===== config.mk =====
export PLATFORM = sky130hd
export DESIGN_NAME = seg_window_decoder
export DESIGN_NICKNAME = d
export VERILOG_FILES = /design/src/rtl/seg_win_pkg.sv /design/src/rtl/seg_bank.sv /design/src/rtl/seg_wr_policy.sv /design/src/rtl/seg_lookup.sv /design/src/rtl/seg_window_decoder.sv
export SDC_FILE = /design/constraint.sdc
export NUM_CORES = 1
export LEC_CHECK = 0
export ABC_AREA = 1
export BUFFER_PORTS_ARGS = -buffer_cell sky130_fd_sc_hd__buf_2
export CAP_MARGIN = 10
export CORE_MARGIN = 5
export CORE_UTILIZATION = 60
export DETAILED_ROUTE_END_ITERATION = 10
export PLACE_DENSITY = 0.82
export SLEW_MARGIN = 20
export SYNTH_ARGS = -nofsm -noshare
export SYNTH_HDL_FRONTEND = slang
export SYNTH_SLANG_ARGS = --single-unit

===== constraint.sdc =====
create_clock -name clk_i -period 12.3 [get_ports clk_i]
set_clock_uncertainty 0.15 [all_clocks]
set_input_delay 2.46 -clock clk_i [delete_from_list [all_inputs] [get_ports clk_i]]
set_output_delay 2.46 -clock clk_i [all_outputs]
set_load 0.05 [all_outputs]

===== src/rtl/seg_win_pkg.sv =====
package seg_win_pkg;
  localparam int G_W   = 8;   // granule index width (addr bits 30:23)
  localparam int OFF_W = 23;  // byte bits inside one 8 MB granule
  localparam int LA_W  = G_W + OFF_W;

  typedef struct packed {
    logic [G_W-1:0] end_g;
    logic [G_W-1:0] start_g;
  } seg_t;

  typedef struct packed {
    logic fixed;
    logic reject;
    logic misalign;
    logic overlap;
  } seg_flags_t;

  function automatic seg_t default_seg(int idx, int base, int first, int rest);
    seg_t r;
    int   s;
    int   e;
    s = base + ((idx == 0) ? 0 : first + (idx - 1) * rest);
    e = s + ((idx == 0) ? first : rest);
    r.start_g = s[G_W-1:0];
    r.end_g   = e[G_W-1:0];
    return r;
  endfunction
endpackage


===== src/rtl/seg_bank.sv =====
module seg_bank
  import seg_win_pkg::*;
#(
  parameter int NUM_CS       = 5,
  parameter int CS_W         = 3,
  parameter int WIN_BASE_G   = 64,
  parameter int FIRST_SIZE_G = 8,
  parameter int REST_SIZE_G  = 4
) (
  input  logic                   clk_i,
  input  logic                   rst_ni,
  input  logic                   we_i,
  input  logic [CS_W-1:0]        cs_i,
  input  seg_t                   seg_i,
  input  logic [CS_W-1:0]        rd_cs_i,
  output seg_t [NUM_CS-1:0]      segs_o,
  output logic [31:0]            rd_data_o
);
  seg_t segs_q [NUM_CS];

  for (genvar i = 0; i < NUM_CS; i++) begin : g_reg
    localparam seg_t DFLT = default_seg(i, WIN_BASE_G, FIRST_SIZE_G, REST_SIZE_G);
    always_ff @(posedge clk_i or negedge rst_ni) begin
      if (!rst_ni)                              segs_q[i] <= DFLT;
      else if (we_i && (cs_i == CS_W'(i)))      segs_q[i] <= seg_i;
    end
    assign segs_o[i] = segs_q[i];
  end

  always_comb begin
    rd_data_o = '0;
    for (int i = 0; i < NUM_CS; i++) begin
      if (rd_cs_i == CS_W'(i)) rd_data_o = {segs_q[i], 16'h0000};
    end
  end
endmodule


===== src/rtl/seg_wr_policy.sv =====
module seg_wr_policy
  import seg_win_pkg::*;
#(
  parameter int                NUM_CS      = 5,
  parameter int                CS_W        = 3,
  parameter int                WIN_BASE_G  = 64,
  parameter int                WIN_SPAN_G  = 32,
  parameter logic [NUM_CS-1:0] START_FIXED = 1,
  parameter logic [NUM_CS-1:0] END_FIXED   = 0
) (
  input  logic              wr_en_i,
  input  logic [CS_W-1:0]   wr_cs_i,
  input  logic [31:0]       wr_data_i,
  input  seg_t [NUM_CS-1:0] segs_i,
  input  seg_t [NUM_CS-1:0] dflt_i,
  output logic              commit_o,
  output seg_t              new_o,
  output seg_flags_t        flags_o
);
  localparam logic [G_W:0] BASE9  = (G_W+1)'(WIN_BASE_G);
  localparam logic [G_W:0] LIMIT9 = (G_W+1)'(WIN_BASE_G + WIN_SPAN_G);

  seg_t           raw, cur, dcur, nv;
  logic           cs_ok, sfix, efix, same, act;
  logic           fixed, reject, nonempty, misalign, overlap;
  logic [G_W-1:0] size_g;

  always_comb begin
    cs_ok = 1'b0;
    cur   = '0;
    dcur  = '0;
    sfix  = 1'b0;
    efix  = 1'b0;
    for (int i = 0; i < NUM_CS; i++) begin
      if (wr_cs_i == CS_W'(i)) begin
        cs_ok = 1'b1;
        cur   = segs_i[i];
        dcur  = dflt_i[i];
        sfix  = START_FIXED[i];
        efix  = END_FIXED[i];
      end
    end
    raw.end_g   = wr_data_i[31:24];
    raw.start_g = wr_data_i[23:16];
    same        = (wr_data_i == {cur, 16'h0000});
    act         = wr_en_i && cs_ok && !same;

    nv = raw;
    if (sfix) nv.start_g = dcur.start_g;
    if (efix) nv.end_g   = dcur.end_g;
    fixed = (nv != raw);

    reject = ({1'b0, nv.end_g} <= BASE9) || ({1'b0, nv.start_g} > LIMIT9);

    nonempty = nv.end_g > nv.start_g;
    size_g   = nonempty ? (nv.end_g - nv.start_g) : G_W'(1);
    misalign = nonempty && ((nv.start_g % size_g) != '0);

    overlap = 1'b0;
    for (int j = 0; j < NUM_CS; j++) begin
      if ((wr_cs_i != CS_W'(j)) && nonempty &&
          (segs_i[j].end_g > segs_i[j].start_g) &&
          (nv.end_g > segs_i[j].start_g) && (nv.start_g < segs_i[j].end_g))
        overlap = 1'b1;
    end

    commit_o = act && !reject;
    new_o    = nv;
    flags_o  = '0;
    if (act) begin
      flags_o.fixed    = fixed;
      flags_o.reject   = reject;
      flags_o.misalign = !reject && misalign;
      flags_o.overlap  = !reject && overlap;
    end
  end
endmodule


===== src/rtl/seg_lookup.sv =====
module seg_lookup
  import seg_win_pkg::*;
#(
  parameter int NUM_CS = 5,
  parameter int CS_W   = 3
) (
  input  seg_t [NUM_CS-1:0] segs_i,
  input  logic [LA_W-1:0]   addr_i,
  output logic              hit_o,
  output logic [CS_W-1:0]   cs_o,
  output logic [LA_W-1:0]   off_o
);
  logic [G_W-1:0]    gran;
  logic [NUM_CS-1:0] match;

  assign gran = addr_i[LA_W-1:OFF_W];

  for (genvar i = 0; i < NUM_CS; i++) begin : g_match
    assign match[i] = (segs_i[i].end_g > segs_i[i].start_g) &&
                      (gran >= segs_i[i].start_g) && (gran < segs_i[i].end_g);
  end

  // descending scan so the lowest index is written last
  always_comb begin
    hit_o = 1'b0;
    cs_o  = '0;
    off_o = '0;
    for (int i = NUM_CS - 1; i >= 0; i--) begin
      if (match[i]) begin
        hit_o = 1'b1;
        cs_o  = CS_W'(i);
        off_o = {gran - segs_i[i].start_g, addr_i[OFF_W-1:0]};
      end
    end
  end
endmodule


===== src/rtl/seg_window_decoder.sv =====
module seg_window_decoder
  import seg_win_pkg::*;
#(
  parameter int                NUM_CS       = 5,
  parameter int                WIN_BASE_G   = 64,
  parameter int                WIN_SPAN_G   = 32,
  parameter int                FIRST_SIZE_G = 8,
  parameter int                REST_SIZE_G  = 4,
  parameter logic [NUM_CS-1:0] START_FIXED  = 1,
  parameter logic [NUM_CS-1:0] END_FIXED    = 0,
  localparam int               CS_W         = (NUM_CS > 1) ? $clog2(NUM_CS) : 1
) (
  input  logic            clk_i,
  input  logic            rst_ni,
  input  logic            wr_en_i,
  input  logic [CS_W-1:0] wr_cs_i,
  input  logic [31:0]     wr_data_i,
  input  logic [CS_W-1:0] rd_cs_i,
  output logic [31:0]     rd_data_o,
  input  logic [30:0]     lk_addr_i,
  output logic            lk_hit_o,
  output logic [CS_W-1:0] lk_cs_o,
  output logic [30:0]     lk_off_o,
  output logic            err_fixed_o,
  output logic            err_reject_o,
  output logic            err_misalign_o,
  output logic            err_overlap_o
);
  seg_t [NUM_CS-1:0] segs;
  seg_t [NUM_CS-1:0] dflt;
  seg_t              new_seg;
  logic              commit;
  seg_flags_t        flags_d, flags_q;

  for (genvar i = 0; i < NUM_CS; i++) begin : g_dflt
    assign dflt[i] = default_seg(i, WIN_BASE_G, FIRST_SIZE_G, REST_SIZE_G);
  end

  seg_wr_policy #(
    .NUM_CS(NUM_CS), .CS_W(CS_W), .WIN_BASE_G(WIN_BASE_G), .WIN_SPAN_G(WIN_SPAN_G),
    .START_FIXED(START_FIXED), .END_FIXED(END_FIXED)
  ) i_policy (
    .wr_en_i(wr_en_i), .wr_cs_i(wr_cs_i), .wr_data_i(wr_data_i),
    .segs_i(segs), .dflt_i(dflt),
    .commit_o(commit), .new_o(new_seg), .flags_o(flags_d)
  );

  seg_bank #(
    .NUM_CS(NUM_CS), .CS_W(CS_W), .WIN_BASE_G(WIN_BASE_G),
    .FIRST_SIZE_G(FIRST_SIZE_G), .REST_SIZE_G(REST_SIZE_G)
  ) i_bank (
    .clk_i(clk_i), .rst_ni(rst_ni), .we_i(commit), .cs_i(wr_cs_i), .seg_i(new_seg),
    .rd_cs_i(rd_cs_i), .segs_o(segs), .rd_data_o(rd_data_o)
  );

  seg_lookup #(.NUM_CS(NUM_CS), .CS_W(CS_W)) i_lookup (
    .segs_i(segs), .addr_i(lk_addr_i),
    .hit_o(lk_hit_o), .cs_o(lk_cs_o), .off_o(lk_off_o)
  );

  always_ff @(posedge clk_i or negedge rst_ni) begin
    if (!rst_ni) flags_q <= '0;
    else         flags_q <= flags_d;
  end

  assign err_fixed_o    = flags_q.fixed;
  assign err_reject_o   = flags_q.reject;
  assign err_misalign_o = flags_q.misalign;
  assign err_overlap_o  = flags_q.overlap;
endmodule


==> flow_summary.yaml, run 1 <==
synth:
  synth_ff_type: "dfrtp_1"
  netlist.top_cell.by_area: "ha_1"
  ys_ff_latch: 84
  synth_top_area_share_pct: 23.4
  synth-edff-count: 0
  ys_top_cells_by_area: "ha_1 (23%), dfrtp_1 (12%), nand2_1 (10%)"
  syn-cell-area_mm2: 0.0123
  syn_inst: 1768
  synth_cell_types: 62
  ys_warn_count: 0
  synthTopCellsByCount: "nand2_1 (336), inv_1 (261), ha_1 (230)"
  synthArstFlopShare_pct: 100
  avgSynthCellArea_um2: 6.94
  yosysSeqAreaShare_pct: 17.4
  synth.most_common_cell: "nand2_1"
routing:
  first_pass_iters: 8
  dr_total_vias: 14355
  ant_nets: 0
  routed_wl_um: 49400
  avgViaCountPerCell: 6.14
  drt_iter0_markers: 1346
  drc_errors: 0
  wl_per_cell_um: 21.1
worst_setup_path:
  cp.buffers_inverters: 21
  worst_path_max_delay_cell: "fa_2"
  critPathCaptureType: "flop"
  cp.arrival_ps: 12790
  startpoint_type: "input port"
  cp.required_ps: 12380
  crit_family: "simple AND/OR/NAND/NOR gates"
  critPathMaxFanout: 6
  path_class: "input port to flop"
  crit_top_cell: "buf_4"
  worst_path_largest_cell_delay_ps: 340
pwr:
  peakVddDrop_mv: 0.652
  p_comb_share_pct: 85.7
  power.switching_w: 0.00250
  p_seq_share_pct: 8.4
  power_frac_clock_pct: 5.9
  swShare_pct: 50.0
  power_density_mw_per_mm2: 325
  p_leak_nw: 8.06
  p_int_w: 0.00249
clocking:
  worstSkewPairLatency_ps: 360
  clkSinkCount: 84
  root_buffer: "clkbuf_16"
  path_clk_slew_ps: 70
  ctsHtreeMaxLevel: 3
  cts_max_path_buffers: 2
  numCtsBuffers: 9
  cts_tree: "yes"
grt:
  grt_usage_pct: 39.9
  grt_max_degree: 46
  overflow: 0
  grt_pass1_vias: 13804
  grt_pass1_wl_um: 74100
  antenna_found_initial: 0
timing:
  maxSlewHeadroom_pct: 15.9
  max_clock_freq_mhz: 78.7
  finalCritPeriodShare_pct: 103
  fin_crit_ps: 12700
  hold_viol: 0
  setup_slack_ps: -405
  timing.hold.ws_ps: 328
  rsz0062_at_grt: "true"
  maxSlewViolCount: 0
  tns_ps: -405
  max_slew.worst_pin.slew_ps: 1260
  setup_viol: 1
cells_and_area:
  ff_latch_area_mm2: 0.00213
  multi_input_area_mm2: 0.00938
  drive_gt1_share_pct: 25.0
  antenna_cells: 0
  final_cell_area_mm2: 0.0154
  fin_nets: 2372
  fillCellCount: 1620
  final_util_pct: 76.1
  syn_to_final_growth_pct: 25.1
  finalNonFillerCells: 2338
floorplanning:
  core_mm2: 0.0202
  start_util_pct: 60.8
  die_h_um: 153
  num_rows: 52
  die-width_um: 153
  dieArea_mm2: 0.0234
  io-pin-count: 143
place:
  portBuffers: 126
  dpl_cell_area_mm2: 0.0144
  placed_cells: 2276
  routabilityCongestion: 1.02
  hpwlAfterDp_um: 37600
run_status:
  violations: "negative setup slack"
  status: "complete, but fails checks"
flow_run:
  drv_cap: 0
worst_hold_path:
  hold_class: "flop to flop"
==> layout make-up <==
class	count	share of cell area [%]
Inverter	282	7.00
Clock inverter	5	0.375
Tap cell	270	2.20
Multi-Input combinational cell	1364	61.1
Clock buffer	11	1.65
Timing Repair Buffer	322	13.8
Sequential cell	84	13.9
==> through the flow <==
step           total power (W)  setup slack, ps
2_1_floorplan          0.00275             -125
4_1_cts                0.00475            0.285
5_1_grt                0.00541            -1040
3_5_place_dp           0.00406             -545
6_report               0.00499             -405
3_3_place_gp           0.00397             -156
==> metal layers <==
metal  global-route usage (%)  routed length [µm]  up-vias
met5                        0                   0        -
met4                     26.1                4220        0
met3                     8.06                5580      275
met2                     65.2               22000      997
met1                     47.5               17600     6495
li1                         -                   -     6588
==> worst register-to-register path: stages, from the launching register on <==
cell and delay, ps:
dfrtp_1 360, inv_1 280, o22ai_1 160, a21oi_1 250
o211ai_1 130, o21ai_1 260, nand2_1 100, nand2_1 70
inv_1 40, o2111ai_1 80, nor3_1 70, nand3_1 100
o211ai_2 120, nor2_2 130, inv_2 110, nor2_1 720
buf_4 340, nand2_1 70, o21ai_0 90
==> power groups by stage <==
| stage | Combinational (W) | Clock, W | Sequential [W] |
|---|---|---|---|
| after floorplan | 0.00236 | 0 | 0.000394 |
| after global placement | 0.00356 | 0 | 0.000415 |
| after detailed placement | 0.00365 | 0 | 0.000417 |
| after CTS | 0.00404 | 0.000295 | 0.000413 |
| after global routing | 0.00469 | 0.000304 | 0.000421 |
| final | 0.00428 | 0.000294 | 0.000418 |
==> flip-flops by register name, indices dropped and copies added (netlist names) <==
| register | count |
|---|---|
| err_fixed_o | 1 |
| err_reject_o | 1 |
| i_bank.segs_o | 80 |
| err_overlap_o | 1 |
| err_misalign_o | 1 |
==> path summary, 6_finish.rpt <==
| path | depth (start not counted) | slack, ps | from | end |
|---|---|---|---|---|
| max | 78 | -400 | wr_cs_i[0] | err_misalign_o$_DFF_PN0_ |
| min reg2reg | 2 | 330 | i_bank.segs_o[5]$_DFFE_PN0P_ | i_bank.segs_o[5]$_DFFE_PN0P_ |
| min | 2 | 330 | i_bank.segs_o[5]$_DFFE_PN0P_ | i_bank.segs_o[5]$_DFFE_PN0P_ |
| min in group asynchronous | 1 | 1950 | rst_ni | err_fixed_o$_DFF_PN0_ |
| max reg2reg | 18 | 8580 | i_bank.segs_o[21]$_DFFE_PN0P_ | i_bank.segs_o[43]$_DFFE_PN0P_ |
| max in group asynchronous | 2 | 9000 | rst_ni | i_bank.segs_o[49]$_DFFE_PN0P_ |
==> cell families (layout without fill, tap and decap cells) <==
kind of cell / Yosys count / in the layout / synth area share (%)
simple gates: 650 / 650 / 23.8
compound gates: 420 / 420 / 20.3
buf+inv: 335 / 620 / 10.9
fa+ha+maj: 237 / 237 / 24.6
flops: 84 / 84 / 17.4
xor+xnor: 41 / 41 / 2.93
other cells: 1 / 16 / 0.0306
==> placed cells by master, fill, tap and decap left out, types with 31 or more instances in the layout <==
master	instances
buf_2	125
nand2_1	310
nand2_2	31
o22ai_1	42
buf_4	196
nor2_1	118
a21oi_1	125
o21ai_0	107
xor2_1	31
inv_1	252
dfrtp_1	60
o211ai_1	36
ha_1	211
nand3_1	82
==> what timing repair did <==
item / in CTS / in global routing
resized for setup: 27 / 45
hold endpoints to repair: 0 / 0
pin swaps: 23 / 35
hold buffers: 0 / 0
setup endpoints to repair: 1 / 1
setup buffers: 37 / 9
Note: power is estimated with default switching activity, not from simulation.
==> run 2, diff against run 1 <==
--- a/config.mk
+++ b/config.mk
@@ -12,6 +12,7 @@
 export CORE_UTILIZATION = 60
 export DETAILED_ROUTE_END_ITERATION = 10
 export PLACE_DENSITY = 0.82
+export RECOVER_POWER = 50
 export SLEW_MARGIN = 20
 export SYNTH_ARGS = -nofsm -noshare
 export SYNTH_HDL_FRONTEND = slang
==> run 2 against run 1 <==
Against the previous run:
- the flow finishes with violations (max-capacitance violations, max-slew violations, negative setup slack)
- die area unchanged
- count of clock-buffer cells in the layout unchanged
- core utilization decreased by 0.12 points
- global-route usage unchanged
- non-clock buffer count unchanged
- sequential cell count unchanged
- final area decreased by 0.16%
- via count about the same
- first-iteration DRC count increased by 4.7%
- clock power about the same
- critical endpoint unchanged
==> flow_summary.yaml, run 2 (synthesized netlist as in run 1, its figures left out) <==
run_status:
  status: "complete, but fails checks"
  violations: "max-capacitance violations, max-slew violations, negative setup slack"
timing:
  fin_crit_ps: 12720
  setup_slack_ps: -422
  maxSlewHeadroom_pct: -80.4
  hold_viol: 0
  timing.hold.ws_ps: 329
  finalCritPeriodShare_pct: 103
  maxSlewViolCount: 87
  max_clock_freq_mhz: 78.6
  rsz0062_at_grt: "true"
  max_slew.worst_pin.slew_ps: 2710
  setup_viol: 1
routing:
  wl_per_cell_um: 21.2
  routed_wl_um: 49500
  drt_iter0_markers: 1409
  avgViaCountPerCell: 6.13
  ant_nets: 0
  first_pass_iters: 8
  dr_total_vias: 14342
  drc_errors: 0
place:
  routabilityCongestion: 1.02
  placed_cells: 2276
  portBuffers: 126
  hpwlAfterDp_um: 37600
grt:
  overflow: 0
  grt_pass1_wl_um: 74100
  antenna_found_initial: 0
  grt_pass1_vias: 13804
  grt_usage_pct: 39.9
  grt_max_degree: 46
worst_setup_path:
  worst_path_largest_cell_delay_ps: 340
  ff2ff_setup_slack_ps: 8250
  path_class: "input port to flop"
  critPathCaptureType: "flop"
  crit_top_cell: "nand2_1"
  r2r_end: "i_bank.segs_o[48]$_DFFE_PN0P_"
  rr_worst_depth: 19
  cp.arrival_ps: 12810
  startpoint_type: "input port"
  worst_path_max_delay_cell: "fa_2"
  critPathMaxFanout: 6
  cp.required_ps: 12390
  rr_startpoint: "i_bank.segs_o[21]$_DFFE_PN0P_"
clocking:
  ctsHtreeMaxLevel: 3
  numCtsBuffers: 9
  root_buffer: "clkbuf_16"
  cts_tree: "yes"
  clkSinkCount: 84
  path_clk_slew_ps: 70
  worstSkewPairLatency_ps: 360
  hold_buffers: 0
  cts_max_path_buffers: 2
floorplanning:
  start_util_pct: 60.8
  core_mm2: 0.0202
  io-pin-count: 143
  num_rows: 52
  die-width_um: 153
  die_h_um: 153
  dieArea_mm2: 0.0234
pwr:
  peakVddDrop_mv: 0.651
  p_leak_nw: 8.03
  power_density_mw_per_mm2: 326
  power_w: 0.00500
cells_and_area:
  final_cell_mix: "nand2_1 (310), inv_1 (253), ha_1 (211)"
  antenna_cells: 0
  fin_nets: 2372
  largest_reg_flops: 80
  syn_to_final_growth_pct: 24.9
  finalNonFillerCells: 2338
  multi_input_area_mm2: 0.00938
  ff_latch_area_mm2: 0.00213
  drive_gt1_share_pct: 24.5
  layout_commonest_cell: "nand2_1"
  fillCellCount: 1631
worst_hold_path:
  min_to: "i_bank.segs_o[5]$_DFFE_PN0P_"
  hold_class: "flop to flop"
  hp-start: "i_bank.segs_o[5]$_DFFE_PN0P_"
  min_path_cells: 2
flow_run:
  drv_cap: 2
run 2: cell types whose count changed in the layout (fill, tap and decap cells not counted), sizes merged:
| cell | before | now |
|---|---|---|
| buf | 322 | 314 |
| clkbuf | 11 | 19 |
run 2: critical path: cells and delay by family:
family | cells | cell delay (ps)
simple gates | 39 | 4450
compound gates | 15 | 2370
fa+ha+maj | 8 | 2260
buf+inv | 13 | 1120
xor+xnor | 1 | 110
run 2: power breakdown:
group	leakage, nW	internal, W	switching, W
registers	0.964	0.000353	0.0000647
clock network	0.156	0.000169	0.000126
logic	6.91	0.00197	0.00231
run 2: layout make-up:
type,instances,area share (%)
clock buffers,11,1.65
clock inverters,5,0.376
inverters,282,7.01
multi-input cells,1364,61.2
flip-flops and latches,84,13.9
well taps,270,2.20
repair buffers,322,13.7
run 2: worst max-delay path by stage:
stage	start	endpoint	slack, ps	cells after the start
floorplan	wr_cs_i[0]	err_misalign_o$_DFF_PN0_	-120	82
detailed placement	wr_cs_i[0]	err_misalign_o$_DFF_PN0_	-550	84
global placement	wr_cs_i[0]	err_misalign_o$_DFF_PN0_	-160	84
finish	wr_cs_i[0]	err_misalign_o$_DFF_PN0_	-420	76
CTS	wr_cs_i[1]	err_misalign_o$_DFF_PN0_	0.3	81
global route	wr_cs_i[0]	err_misalign_o$_DFF_PN0_	-1040	82
run 2: layer usage:
layer | vias up | track usage (%) | part of all wire (%)
li1 | 6586 | - | -
met1 | 6496 | 47.5 | 36
met2 | 979 | 65.2 | 44
met3 | 281 | 8.06 | 11
met4 | 0 | 26.1 | 8.6
met5 | - | 0 | 0
run 2: timing repair:
item | CTS | global route
setup buffers | 37 | 9
gates resized for setup | 27 | 45
setup endpoints to repair | 1 | 1
pin swaps | 23 | 35
run 2: stage by stage:
step,cell area [µm²],setup slack [ps],utilization (%),setup TNS (ps)
6_report,15300,-422,76.0,-422
5_1_grt,15300,-1040,76.0,-1040
4_1_cts,15100,0.285,74.7,0
3_5_place_dp,14400,-545,71.2,-545
3_3_place_gp,14400,-156,71.2,-156
2_1_floorplan,12500,-125,-,-125
